===== src/rtl/tmr_pkg.sv =====
package tmr_pkg;
    typedef enum logic {
        PH_UP   = 1'b0,
        PH_DOWN = 1'b1
    } phase_e;
    localparam int CENTER_W = 2;
endpackage


===== src/rtl/tmr_phase_fsm.sv =====
module tmr_phase_fsm
    import tmr_pkg::*;
(
    input  logic clk,
    input  logic rst_n,
    input  logic center,
    input  logic cfg_down,
    input  logic step,
    input  logic force_upd,
    input  logic at_top,
    input  logic at_bottom,
    output phase_e phase,
    output logic dir_down
);
    phase_e state_q, state_d;

    always_comb begin
        state_d = state_q;
        unique case (state_q)
            PH_UP: begin
                if (!center)
                    state_d = cfg_down ? PH_DOWN : PH_UP;      // T_FOLLOW
                else if (step && !force_upd && at_top)
                    state_d = PH_DOWN;                          // T_PEAK
            end
            PH_DOWN: begin
                if (!center)
                    state_d = cfg_down ? PH_DOWN : PH_UP;      // T_FOLLOW
                else if (step && !force_upd && at_bottom)
                    state_d = PH_UP;                            // T_TROUGH
            end
            default: state_d = PH_UP;
        endcase
    end

    always_ff @(posedge clk) begin
        if (!rst_n) state_q <= PH_UP;
        else        state_q <= state_d;
    end

    always_comb begin
        phase    = state_q;
        dir_down = (state_q == PH_DOWN);
    end

    AST_DIR_FOLLOWS: assert property (@(posedge clk) disable iff (!rst_n)
        !center |=> (dir_down == $past(cfg_down)));

    AST_FORCE_KEEPS_PHASE: assert property (@(posedge clk) disable iff (!rst_n)
        (center && force_upd) |=> $stable(dir_down));
endmodule


===== src/rtl/tmr_counter.sv =====
module tmr_counter
    import tmr_pkg::*;
#(
    parameter int CNT_W = 16
) (
    input  logic             clk,
    input  logic             rst_n,
    input  logic             center,
    input  logic             cfg_down,
    input  phase_e           phase,
    input  logic [CNT_W-1:0] reload,
    input  logic             step,
    input  logic             force_upd,
    output logic [CNT_W-1:0] count,
    output logic             evt,
    output logic             at_top,
    output logic             at_bottom
);
    localparam logic [CNT_W-1:0] ZERO = '0;
    localparam logic [CNT_W-1:0] ONE  = {{(CNT_W-1){1'b0}}, 1'b1};

    logic [CNT_W-1:0] cnt_q, cnt_d;
    logic             evt_d;
    logic             going_down;
    logic             wrap;
    logic [CNT_W-1:0] wrap_val;

    assign at_top    = (cnt_q >= reload);
    assign at_bottom = (cnt_q == ZERO);

    always_comb begin
        going_down = center ? (phase == PH_DOWN) : cfg_down;
        wrap       = going_down ? at_bottom : at_top;
        if (!center)
            wrap_val = going_down ? reload : ZERO;
        else if (reload == ZERO)
            wrap_val = ZERO;
        else
            wrap_val = going_down ? ONE : (reload - ONE);
    end

    always_comb begin
        cnt_d = cnt_q;
        evt_d = 1'b0;
        if (force_upd) begin
            cnt_d = (phase == PH_DOWN) ? reload : ZERO;
            evt_d = 1'b1;
        end else if (step) begin
            if (wrap) begin
                cnt_d = wrap_val;
                evt_d = 1'b1;
            end else begin
                cnt_d = going_down ? (cnt_q - ONE) : (cnt_q + ONE);
            end
        end
    end

    always_ff @(posedge clk) begin
        if (!rst_n) begin
            cnt_q <= ZERO;
            evt   <= 1'b0;
        end else begin
            cnt_q <= cnt_d;
            evt   <= evt_d;
        end
    end

    assign count = cnt_q;

    AST_UP_WRAP: assert property (@(posedge clk) disable iff (!rst_n)
        (!center && !cfg_down && step && !force_upd && at_top) |=> (count == ZERO && evt));

    AST_DOWN_RELOAD: assert property (@(posedge clk) disable iff (!rst_n)
        (!center && cfg_down && step && !force_upd && at_bottom) |=> (count == $past(reload) && evt));

    AST_FORCE_EVENT: assert property (@(posedge clk) disable iff (!rst_n)
        force_upd |=> evt);

    AST_IDLE_HOLD: assert property (@(posedge clk) disable iff (!rst_n)
        (!step && !force_upd) |=> (!evt && $stable(count)));
endmodule


===== src/rtl/mode_timer.sv =====
module mode_timer
    import tmr_pkg::*;
#(
    parameter int CNT_W = 16
) (
    input  logic                clk,
    input  logic                rst_n,
    input  logic                cnt_en,
    input  logic                tick,
    input  logic                cfg_down,
    input  logic [CENTER_W-1:0] cfg_center,
    input  logic [CNT_W-1:0]    cfg_reload,
    input  logic                sw_update,
    input  logic                slv_update,
    output logic [CNT_W-1:0]    count,
    output logic                update_evt,
    output logic                dir_down
);
    logic   center, step, force_upd, at_top, at_bottom;
    phase_e phase;

    assign center    = (cfg_center != '0);
    assign step      = tick & cnt_en;
    assign force_upd = sw_update | slv_update;

    tmr_phase_fsm u_fsm (
        .clk       (clk),
        .rst_n     (rst_n),
        .center    (center),
        .cfg_down  (cfg_down),
        .step      (step),
        .force_upd (force_upd),
        .at_top    (at_top),
        .at_bottom (at_bottom),
        .phase     (phase),
        .dir_down  (dir_down)
    );

    tmr_counter #(.CNT_W(CNT_W)) u_cnt (
        .clk       (clk),
        .rst_n     (rst_n),
        .center    (center),
        .cfg_down  (cfg_down),
        .phase     (phase),
        .reload    (cfg_reload),
        .step      (step),
        .force_upd (force_upd),
        .count     (count),
        .evt       (update_evt),
        .at_top    (at_top),
        .at_bottom (at_bottom)
    );

    AST_RESET_STATE: assert property (@(posedge clk)
        !rst_n |=> (count == '0 && !update_evt && !dir_down));
endmodule


===== config.mk =====
export PLATFORM = sky130hd
export DESIGN_NAME = mode_timer
export DESIGN_NICKNAME = d
export VERILOG_FILES = /design/src/rtl/tmr_pkg.sv /design/src/rtl/tmr_phase_fsm.sv /design/src/rtl/tmr_counter.sv /design/src/rtl/mode_timer.sv
export SDC_FILE = /design/constraint.sdc
export NUM_CORES = 1
export LEC_CHECK = 0
export ABC_AREA = 1
export ABC_CLOCK_PERIOD_IN_PS = 5400
export BUFFER_PORTS_ARGS = -buffer_cell sky130_fd_sc_hd__buf_4
export CAP_MARGIN = 0
export CORE_ASPECT_RATIO = 1.1
export CORE_MARGIN = 1
export CORE_UTILIZATION = 45
export DETAILED_ROUTE_END_ITERATION = 7
export PLACE_DENSITY = 0.76
export SYNTH_ARGS = -nofsm -noshare
export SYNTH_HDL_FRONTEND = slang
export SYNTH_HIERARCHICAL = 1
export SYNTH_SLANG_ARGS = --single-unit

===== constraint.sdc =====
create_clock -name clk -period 5.4 [get_ports clk]
set_input_delay 0.27 -clock clk [delete_from_list [all_inputs] [get_ports clk]]
set_output_delay 0.27 -clock clk [all_outputs]
set_load 0.01 [all_outputs]

==> metrics, run 1 <==
status finished, final reports clean; Nets 637; Slew Viols, Final 0; H-Tree Depth 1; post-synthesis sequential area ratio 11.94%; CTS buffer count 3; synthesized area per cell 5.537 µm²; Synthesized Nets 602; post-route ant nets 0; final critical-path required period 2.778 ns; die height 87.89 µm; area added between synthesis and finish 12.89%; Post-CTS Resized 0; hold path start cfg_down; vias 3467; Util after Layout 54.03%; RR Startpoint u_fsm/dir_down; # rows 30; post-DP HPWL 6875 µm; top achievable clock speed 360.0 MHz; DRT Wirelength 8529 µm; post-DR vias/cell 5.269; Placed Cells 655; first-pass GRT wire length 14540 µm; Seq cells post-synth 18; 1st-iter DRT viols 256; Synth Warn # 6; PwrDens 165.6 mW/mm²; postcts setup bufs 0; GRT overflow 0; layout cells sized above 1 9.689%; Overall Global Routing Usage 26.01%; min-delay worst type input pin to flip-flop; Yosys cell types 36; CTS Buffer Depth 2; clk root buf clkbuf_8; die area 0.007038 mm²; hold_buf cts 0; commonest non-fill, non-tap cells in the layout 135 x nand2_1, 93 x inv_1, 63 x nand3_1, 61 x nor2_1, 42 x buf_4; critical path endpoint category flip-flop; Core ar. 0.006306 mm²; Data required, critical path 5.54 ns; Setup crit start u_fsm/dir_down; P_leak 0.001856 µW; final worst path period share 51.44%; final cell count without fillers 658; Initial Utilization 47.86%; CTS clock-pin slew for the worst setup and hold paths 0.07 ns; peak fanout along the critical path 18; commonest non-fill, non-tap cell in the layout nand2_1; startpoint types flip-flop; Ports 43; unrepaired setup endpoints after global routing false; Sink Count 18; IO Port Bufs 42; mapped cell area 0.003018 mm²; Worst-Margin Slew 0.9088 ns; First-pass DRT Iterations 5; Die Width 80.08 µm; initial antenna violation count 0; Hold Vio Cnt, Final 0; wire per inst 12.96 µm; Worst Clk Skew 0.005858 ns; CTS tree built; VDD IR max 113.4 µV; Ant. Diodes 0; Setup TNS Final 0 ns; number of remaining DRC errors 0; Arr. time, crit path 2.92 ns; max-cap violations 0; Final setup viols 0; vias in the first global route 3199; Rel. slew slack 39.41%; largest net degree at the start of global routing 34; Crit Path Class flip-flop to flip-flop; Clock Latency Late Sink 0.26 ns; GP Congestion 0.9425; Syn Inst Count 545
-- sequential cells by signal, indices dropped and copies added (netlist names) --
name,count
u_cnt/evt,1
u_fsm/dir_down,1
u_cnt/count,16
-- logic make-up (layout without fill, tap and decap cells) --
| family | Yosys count | in the layout | share of synthesized area, % |
|---|---|---|---|
| and+or+nand+nor | 282 | 282 | 40.67 |
| adders and majority gates | 32 | 32 | 13.52 |
| buffers and inverters | 106 | 139 | 13.93 |
| xor gates and xnor gates | 13 | 13 | 3.773 |
| DFF | 18 | 18 | 11.94 |
| AOI/OAI and AO/OA | 94 | 94 | 16.17 |
-- metrics by stage --
stage | worst slack (ns) | area, µm² | hold slack (ns) | power [µW]
floorplan | 3.033 | 3018 | 0.4084 | 378.9
global placement | 2.632 | 3366 | 0.5806 | 460.9
detailed placement | 2.561 | 3366 | 0.5812 | 465.4
CTS | 2.647 | 3407 | 0.3169 | 561.6
global route | 2.379 | 3407 | 0.3204 | 616.5
finish | 2.622 | 3407 | 0.3146 | 564.3
-- power breakdown --
part,switching (µW),internal [µW],total [µW]
sequential,19.4,144,164
combinational,189,116,305
clock,45.8,49.6,95.4
-- worst paths after layout --
path,endpoint,slack (ns),cells after the start
max,u_cnt/count[15],2.62,15
min,u_fsm/dir_down,0.31,4
min reg2reg,u_cnt/count[2],0.59,2
max reg2reg,u_cnt/count[15],2.62,15
-- critical path: stages, from the launching register on --
cell and delay (ns):
dfxtp_1 0.42, inv_1 0.09, o21ai_2 0.73, ha_1 0.42
nand2_1 0.14, inv_1 0.05, a21oi_1 0.13, nand2_1 0.14
nand3_1 0.13, nand2_1 0.06, nand2_1 0.05, nand2_1 0.05
inv_1 0.05, nand2_1 0.04, nand3_1 0.06, a21oi_1 0.09
-- cells in the mapped netlist, drive strengths merged --
cell	n	area (µm²)
a21oi	42	214.0
a22oi	1	7.510
and2	1	6.260
buf	7	48.79
clkbuf	5	18.77
clkinv	1	3.750
dfxtp	18	360.4
fa	1	20.02
ha	31	387.9
inv	93	349.1
nand2	138	530.5
nand3	65	342.8
nand3b	3	22.52
nand4	3	18.77
nor2	64	252.7
nor3	2	10.01
nor4	5	37.53
o21a	2	15.01
o21ai	48	244.0
o21bai	1	7.510
or2	1	6.260
xnor2	5	43.79
xor2	8	70.07
-- cell type report --
cell class	count	area, µm²
Clock buffer	3	41.29
Fill cell	657	2899
Inverter	94	352.8
Multi-Input combinational cell	421	2237
Sequential cell	18	360.3
Tap cell	80	100.1
Timing Repair Buffer	42	315.3
-- routing by layer --
metal,global-route usage (%),part of all wire (%)
met5,0,0
met4,9.416,1.9
met3,1.354,4.4
met2,44.68,47
met1,34.43,46
Note: power is estimated with default switching activity, not from simulation.
==> run 2, diff against run 1 <==
ABC_CLOCK_PERIOD_IN_PS = 2680   (was 5400)
clock period = 2.68 ns   (was 5.4 ns; I/O delays follow)
==> run 2 against run 1 <==
Via count hardly changed; clock-buffer cell count stayed put; register-to-register slack worse by 2.3 ns; hold slack worse by 0.13 ns; critical path depth stayed put; sequential power is 99% higher; largest cell class unchanged.
==> metrics, run 2 (synthesis results as in run 1) <==
status finished, final reports clean (unchanged); peak fanout along the critical path 18 (unchanged); Worst Clk Skew 0.006317 ns (was 0.005858 ns); IO Port Bufs 42 (unchanged); Top delay family on crit path simple AND/OR/NAND/NOR gates (was compound AO/OA/AOI/OAI gates); area added between synthesis and finish 13.64% (was 12.89%); FF+latch area 360.3 µm² (unchanged); Comb pwr share 54.4% (was 54.1%); Largest register FFs 16 (unchanged); die area 0.007038 mm² (unchanged); die height 87.89 µm (unchanged); min-delay worst type input pin to flip-flop (unchanged); DRT Wirelength 8357 µm (was 8529 µm); critical path, cell by cell inv_1 -> o21ai_2 -> buf_4 -> ha_1 -> nand2_1 -> inv_1 -> a21oi_1 -> nand2_1 -> nand3_1 -> nand3b_1 -> nand2_1 -> inv_1 -> nand2_1 -> nand3_1 -> a21oi_1 (was inv_1 -> o21ai_2 -> ha_1 -> nand2_1 -> inv_1 -> a21oi_1 -> nand2_1 -> nand3_1 -> nand2_1 -> nand2_1 -> nand2_1 -> inv_1 -> nand2_1 -> nand3_1 -> a21oi_1); Clock Latency Late Sink 0.26 ns (about the same); commonest non-fill, non-tap cells in the layout 135 x nand2_1, 93 x inv_1, 63 x nand3_1, 61 x nor2_1, 45 x buf_4 (was 135 x nand2_1, 93 x inv_1, 63 x nand3_1, 61 x nor2_1, 42 x buf_4); Post-CTS Resized 0 (unchanged); layout cells sized above 1 10.15% (was 9.689%); largest net degree at the start of global routing 34 (unchanged); wire per inst 12.64 µm (was 12.96 µm); clk root buf clkbuf_8 (unchanged); CTS buffer count 3 (unchanged); GP Congestion 0.9114 (was 0.9425); Core ar. 0.006306 mm² (unchanged); Hold Vio Cnt, Final 0 (unchanged); internal power 628.1 µW (was 309.6 µW); H-Tree Depth 1 (unchanged); Overall Global Routing Usage 25.11% (was 26.01%); worst slack, placed 0.3607 ns (was 2.561 ns); crit path max-delay cell type dfxtp_1 (was o21ai_2); final worst path period share 87.65% (was 51.44%); final critical-path required period 2.349 ns (was 2.778 ns); post-route setup slack 0.3311 ns (was 2.622 ns); multi-input logic area 0.002237 mm² (unchanged); postcts setup bufs 0 (unchanged); CTS tree built (unchanged); Initial Utilization 47.86% (unchanged); Rel. slew slack 44.08% (was 39.41%); max-cap violations 0 (unchanged); Crit Path Class flip-flop to flip-flop (unchanged); Fill cells 667 (was 657); 1st-iter DRT viols 179 (was 256); CP bufs+invs 4 (was 3); sw power 512.1 µW (was 254.7 µW); post-DP HPWL 6820 µm (was 6875 µm); initial antenna violation count 0 (unchanged); Sw Ratio 44.92% (was 45.14%); Nets 640 (was 637); PwrDens 332.5 mW/mm² (was 165.6 mW/mm²); first-pass GRT wire length 14010 µm (was 14540 µm); unrepaired setup endpoints after global routing false (unchanged); Sequential Power Share 28.6% (was 29.0%); # rows 30 (unchanged); commonest non-fill, non-tap cell in the layout nand2_1 (unchanged); final instance area 0.003430 mm² (was 0.003407 mm²); hold_buf cts 0 (unchanged); startpoint types flip-flop (unchanged); Largest stage delay, worst path 0.43 ns (was 0.73 ns); Final setup viols 0 (unchanged); CTS clock-pin slew for the worst setup and hold paths 0.07 ns (about the same); placed instance area 0.003388 mm² (was 0.003366 mm²); GRT overflow 0 (unchanged); CTS Buffer Depth 2 (unchanged); Arr. time, crit path 2.54 ns (was 2.92 ns); post-route ant nets 0 (unchanged); post-DR vias/cell 5.244 (was 5.269); First-pass DRT Iterations 5 (unchanged); vias 3466 (was 3467); most frequent CP cell nand2_1 (unchanged); critical path endpoint category flip-flop (unchanged); Worst-Margin Slew 0.8387 ns (was 0.9088 ns); top achievable clock speed 425.7 MHz (was 360.0 MHz); VDD IR max 160.8 µV (was 113.4 µV); Data required, critical path 2.87 ns (was 5.54 ns); Die Width 80.08 µm (unchanged); Slew Viols, Final 0 (unchanged); vias in the first global route 3096 (was 3199); P_leak 0.001870 µW (was 0.001856 µW); Clk pwr share 17.0% (was 16.9%); Sink Count 18 (unchanged); number of remaining DRC errors 0 (unchanged); Ports 43 (unchanged); Ant. Diodes 0 (unchanged); Setup TNS Final 0 ns (unchanged)
[run 2: changes by cell type in the layout (fill, tap and decap cells not counted)]
cell	change
buf_4	+3
[run 2: routing by layer]
| metal | global-route usage (%) | routed length [µm] | share of wire, % | up-vias |
|---|---|---|---|---|
| li1 | - | - | - | 1833 |
| met1 | 33.33 | 3967 | 47 | 1504 |
| met2 | 41.72 | 3761 | 45 | 102 |
| met3 | 1.146 | 316 | 3.8 | 27 |
| met4 | 12.01 | 312 | 3.7 | 0 |
| met5 | 0 | 0 | 0 | - |
[run 2: path summary, 6_finish.rpt]
check | start | endpoint | slack (ns) | cells after the start
worst max-delay path | u_fsm/dir_down | u_cnt/count[15] | 0.33 | 15
worst min-delay path | cfg_down | u_fsm/dir_down | 0.19 | 4
worst max register to register | u_fsm/dir_down | u_cnt/count[15] | 0.33 | 15
worst min register to register | u_cnt/count[2] | u_cnt/count[2] | 0.60 | 2
[run 2: tightest hold or removal path: stages]
cell     delay [ns]
buf_4          0.08
o21a_1         0.11
nand2_1        0.05
inv_1          0.04
[run 2: per-stage QoR]
step                hold WS, ns  util, %  instances  total power, µW
floorplan                0.2724        -        545            763.5
global placement         0.4440    53.73        658            934.0
detailed placement       0.4479    53.73        658            942.2
CTS                      0.1797    54.38        661             1137
global route             0.2061    54.38        661             1242
finish                   0.1894    54.38        661             1140
[run 2: cell type report]
cell class | count | share of cell area, %
multi-input combinational | 421 | 65.23
tap | 80 | 2.919
sequential | 18 | 10.51
inverter | 94 | 10.29
timing repair buffer | 45 | 9.850
clock buffer | 3 | 1.204
[run 2: power groups by stage]
stage	logic, µW	registers, µW	clock network (µW)
6_report	620	327	193
5_1_grt	703	330	209
4_1_cts	614	326	197
3_5_place_dp	609	333	0
3_3_place_gp	602	332	0
2_1_floorplan	431	333	0
==> run 3, diff against run 2 <==
BUFFER_PORTS_ARGS = unset   (was -buffer_cell sky130_fd_sc_hd__buf_4)
CTS_BUF_LIST = sky130_fd_sc_hd__clkbuf_2   (was unset)
DONT_BUFFER_PORTS = 1   (was unset)
PLACE_DENSITY = 0.71   (was 0.76)
==> run 3 against run 2 <==
Sequential power up 4%; clock skew up 0.016 ns; fmax down 2.4%; critical path depth down 4; final area down 9.0%; critical endpoint is now u_cnt/count[8].
==> metrics, run 3 (synthesis results as in run 1) <==
status finished, final reports clean (unchanged); final instance area 0.003119 mm² (was 0.003430 mm²); critical path endpoint category flip-flop (unchanged); Hold Vio Cnt, Final 0 (unchanged); vias in the first global route 3194 (was 3096); initial antenna violation count 0 (unchanged); Overall Global Routing Usage 25.09% (was 25.11%); DRT Wirelength 8198 µm (was 8357 µm); Slew Viols, Final 0 (unchanged); Initial Utilization 47.86% (unchanged); Data required, critical path 2.91 ns (was 2.87 ns); startpoint types flip-flop (unchanged); placed instance area 0.003073 mm² (was 0.003388 mm²); final worst path period share 89.76% (was 87.65%); First-pass DRT Iterations 5 (unchanged); Die Width 80.08 µm (unchanged); Rel. slew slack 43.76% (was 44.08%); CTS buffer count 3 (unchanged); die area 0.007038 mm² (unchanged); H-Tree Depth 1 (unchanged); Sink Count 18 (unchanged); Ant. Diodes 0 (unchanged); first-pass GRT wire length 14120 µm (was 14010 µm); RR Endpoint u_cnt/count[8] (was u_cnt/count[15]); postcts setup bufs 0 (unchanged); 1st-iter DRT viols 222 (was 179); post-route ant nets 0 (unchanged); max-cap violations 0 (unchanged); Final setup viols 0 (unchanged); GP Congestion 0.9445 (was 0.9114); layout cells sized above 1 3.137% (was 10.15%); commonest non-fill, non-tap cell in the layout nand2_1 (unchanged); post-DP HPWL 6784 µm (was 6820 µm); CTS tree built (unchanged); number of remaining DRC errors 0 (unchanged); Core ar. 0.006306 mm² (unchanged); die height 87.89 µm (unchanged); Arr. time, crit path 2.64 ns (was 2.54 ns); Crit Path Class flip-flop to flip-flop (unchanged); Worst Clk Skew 0.02238 ns (was 0.006317 ns); area added between synthesis and finish 3.358% (was 13.64%); R2R cell count 11 (was 15); PwrDens 321.7 mW/mm² (was 332.5 mW/mm²); VDD IR max 115.6 µV (was 160.8 µV); Ports 43 (unchanged); wire per inst 13.18 µm (was 12.64 µm); Fill cells 666 (was 667); top achievable clock speed 415.7 MHz (was 425.7 MHz); RR Startpoint u_fsm/dir_down (unchanged); commonest non-fill, non-tap cells in the layout 135 x nand2_1, 93 x inv_1, 63 x nand3_1, 61 x nor2_1 (was 135 x nand2_1, 93 x inv_1, 63 x nand3_1, 61 x nor2_1, 45 x buf_4); CTS Buffer Depth 2 (unchanged); GRT overflow 0 (unchanged); clk root buf clkbuf_2 (was clkbuf_8); final critical-path required period 2.406 ns (was 2.349 ns); Nets 600 (was 640); Clock Latency Late Sink 0.31 ns (was 0.26 ns); Setup crit start u_fsm/dir_down (unchanged); IO Port Bufs 0 (was 42); Setup TNS Final 0 ns (unchanged); unrepaired setup endpoints after global routing false (unchanged); Worst-Margin Slew 0.8435 ns (was 0.8387 ns); Largest register FFs 16 (unchanged); peak fanout along the critical path 18 (unchanged); post-DR vias/cell 5.432 (was 5.244); crit path to u_cnt/count[8] (was u_cnt/count[15]); vias 3379 (was 3466); CTS clock-pin slew for the worst setup and hold paths 0.19 ns (was 0.07 ns); Reg2Reg Setup Slack 0.27 ns (was 0.33 ns); min-delay worst type input pin to flip-flop (unchanged); # rows 30 (unchanged); P_leak 0.001662 µW (was 0.001870 µW); largest net degree at the start of global routing 34 (unchanged)
-- run 3: changes by cell type in the layout (fill, tap and decap cells not counted) --
| cell | previous run | this run |
|---|---|---|
| clkbuf_2 | 0 | 3 |
| clkbuf_8 | 3 | 0 |
| o21ai_4 | 0 | 1 |
| buf_4 | 45 | 3 |
| dlygate4sd3_1 | 0 | 2 |
| o21ai_2 | 1 | 0 |
| clkinv_1 | 1 | 2 |
-- run 3: how the worst min path moves through the flow --
stage | slack, ns | cells after the start | end | from
6_report | 0.09 | 5 | u_fsm/dir_down | cfg_center[1]
5_1_grt | 0.1 | 5 | u_fsm/dir_down | cfg_center[1]
4_1_cts | 0.07 | 5 | u_fsm/dir_down | cfg_center[1]
3_5_place_dp | 0.27 | 2 | u_cnt/evt | rst_n
3_3_place_gp | 0.27 | 2 | u_cnt/evt | rst_n
2_1_floorplan | 0.27 | 2 | u_cnt/count[10] | rst_n
-- run 3: per-layer routing --
metal / GRT usage, % / share of wire, % / up-vias
li1: - / - / 1760
met1: 31.70 / 45 / 1507
met2: 45.84 / 47 / 106
met3: 1.979 / 6.1 / 6
met4: 6.169 / 1.0 / 0
met5: 0 / 0 / -
-- run 3: repair_timing --
item / in CTS / in global routing
gates resized for setup: 0 / 1
setup endpoints to repair: 0 / 12
endpoints found under the hold margin: 18 / 0
hold buffers: 2 / 0
-- run 3: critical path: stages, from the launching register on --
cell	delay (ns)
dfxtp_1	0.37
inv_1	0.08
o21ai_4	0.48
ha_1	0.40
nand2_1	0.09
nand3_1	0.09
and2_1	0.20
a21oi_1	0.17
xor2_1	0.19
nand2_1	0.08
nand3_1	0.08
a21oi_1	0.08
-- run 3: cell type report --
| type | instances | area (µm²) | share of cell area, % |
|---|---|---|---|
| clock inverters | 1 | 3.754 | 0.1203 |
| clock buffers | 3 | 15.01 | 0.4813 |
| repair buffers | 5 | 42.54 | 1.364 |
| inverters | 94 | 352.8 | 11.31 |
| multi-input cells | 421 | 2245 | 71.96 |
| flip-flops and latches | 18 | 360.3 | 11.55 |
| well taps | 80 | 100.1 | 3.209 |
-- run 3: power by group --
part	leakage, µW	switching, µW	internal [µW]	total [µW]
Clock	0.0000140	87.8	32.4	120
Combinational	0.00150	351	192	544
Sequential	0.000148	48.7	291	339
Total	0.00166	488	516	1000
-- run 3: per-stage QoR --
stage	power [µW]	hold WS [ns]	utilization [%]	cells	setup WS, ns
finish	1003	0.09479	49.46	622	0.2744
global route	1106	0.09841	49.46	622	0.07483
CTS	1002	0.07278	49.35	622	0.08504
detailed placement	871.6	0.2726	48.73	616	0.1398
global placement	862.7	0.2701	48.73	616	0.1695
floorplan	763.5	0.2724	-	545	0.3133
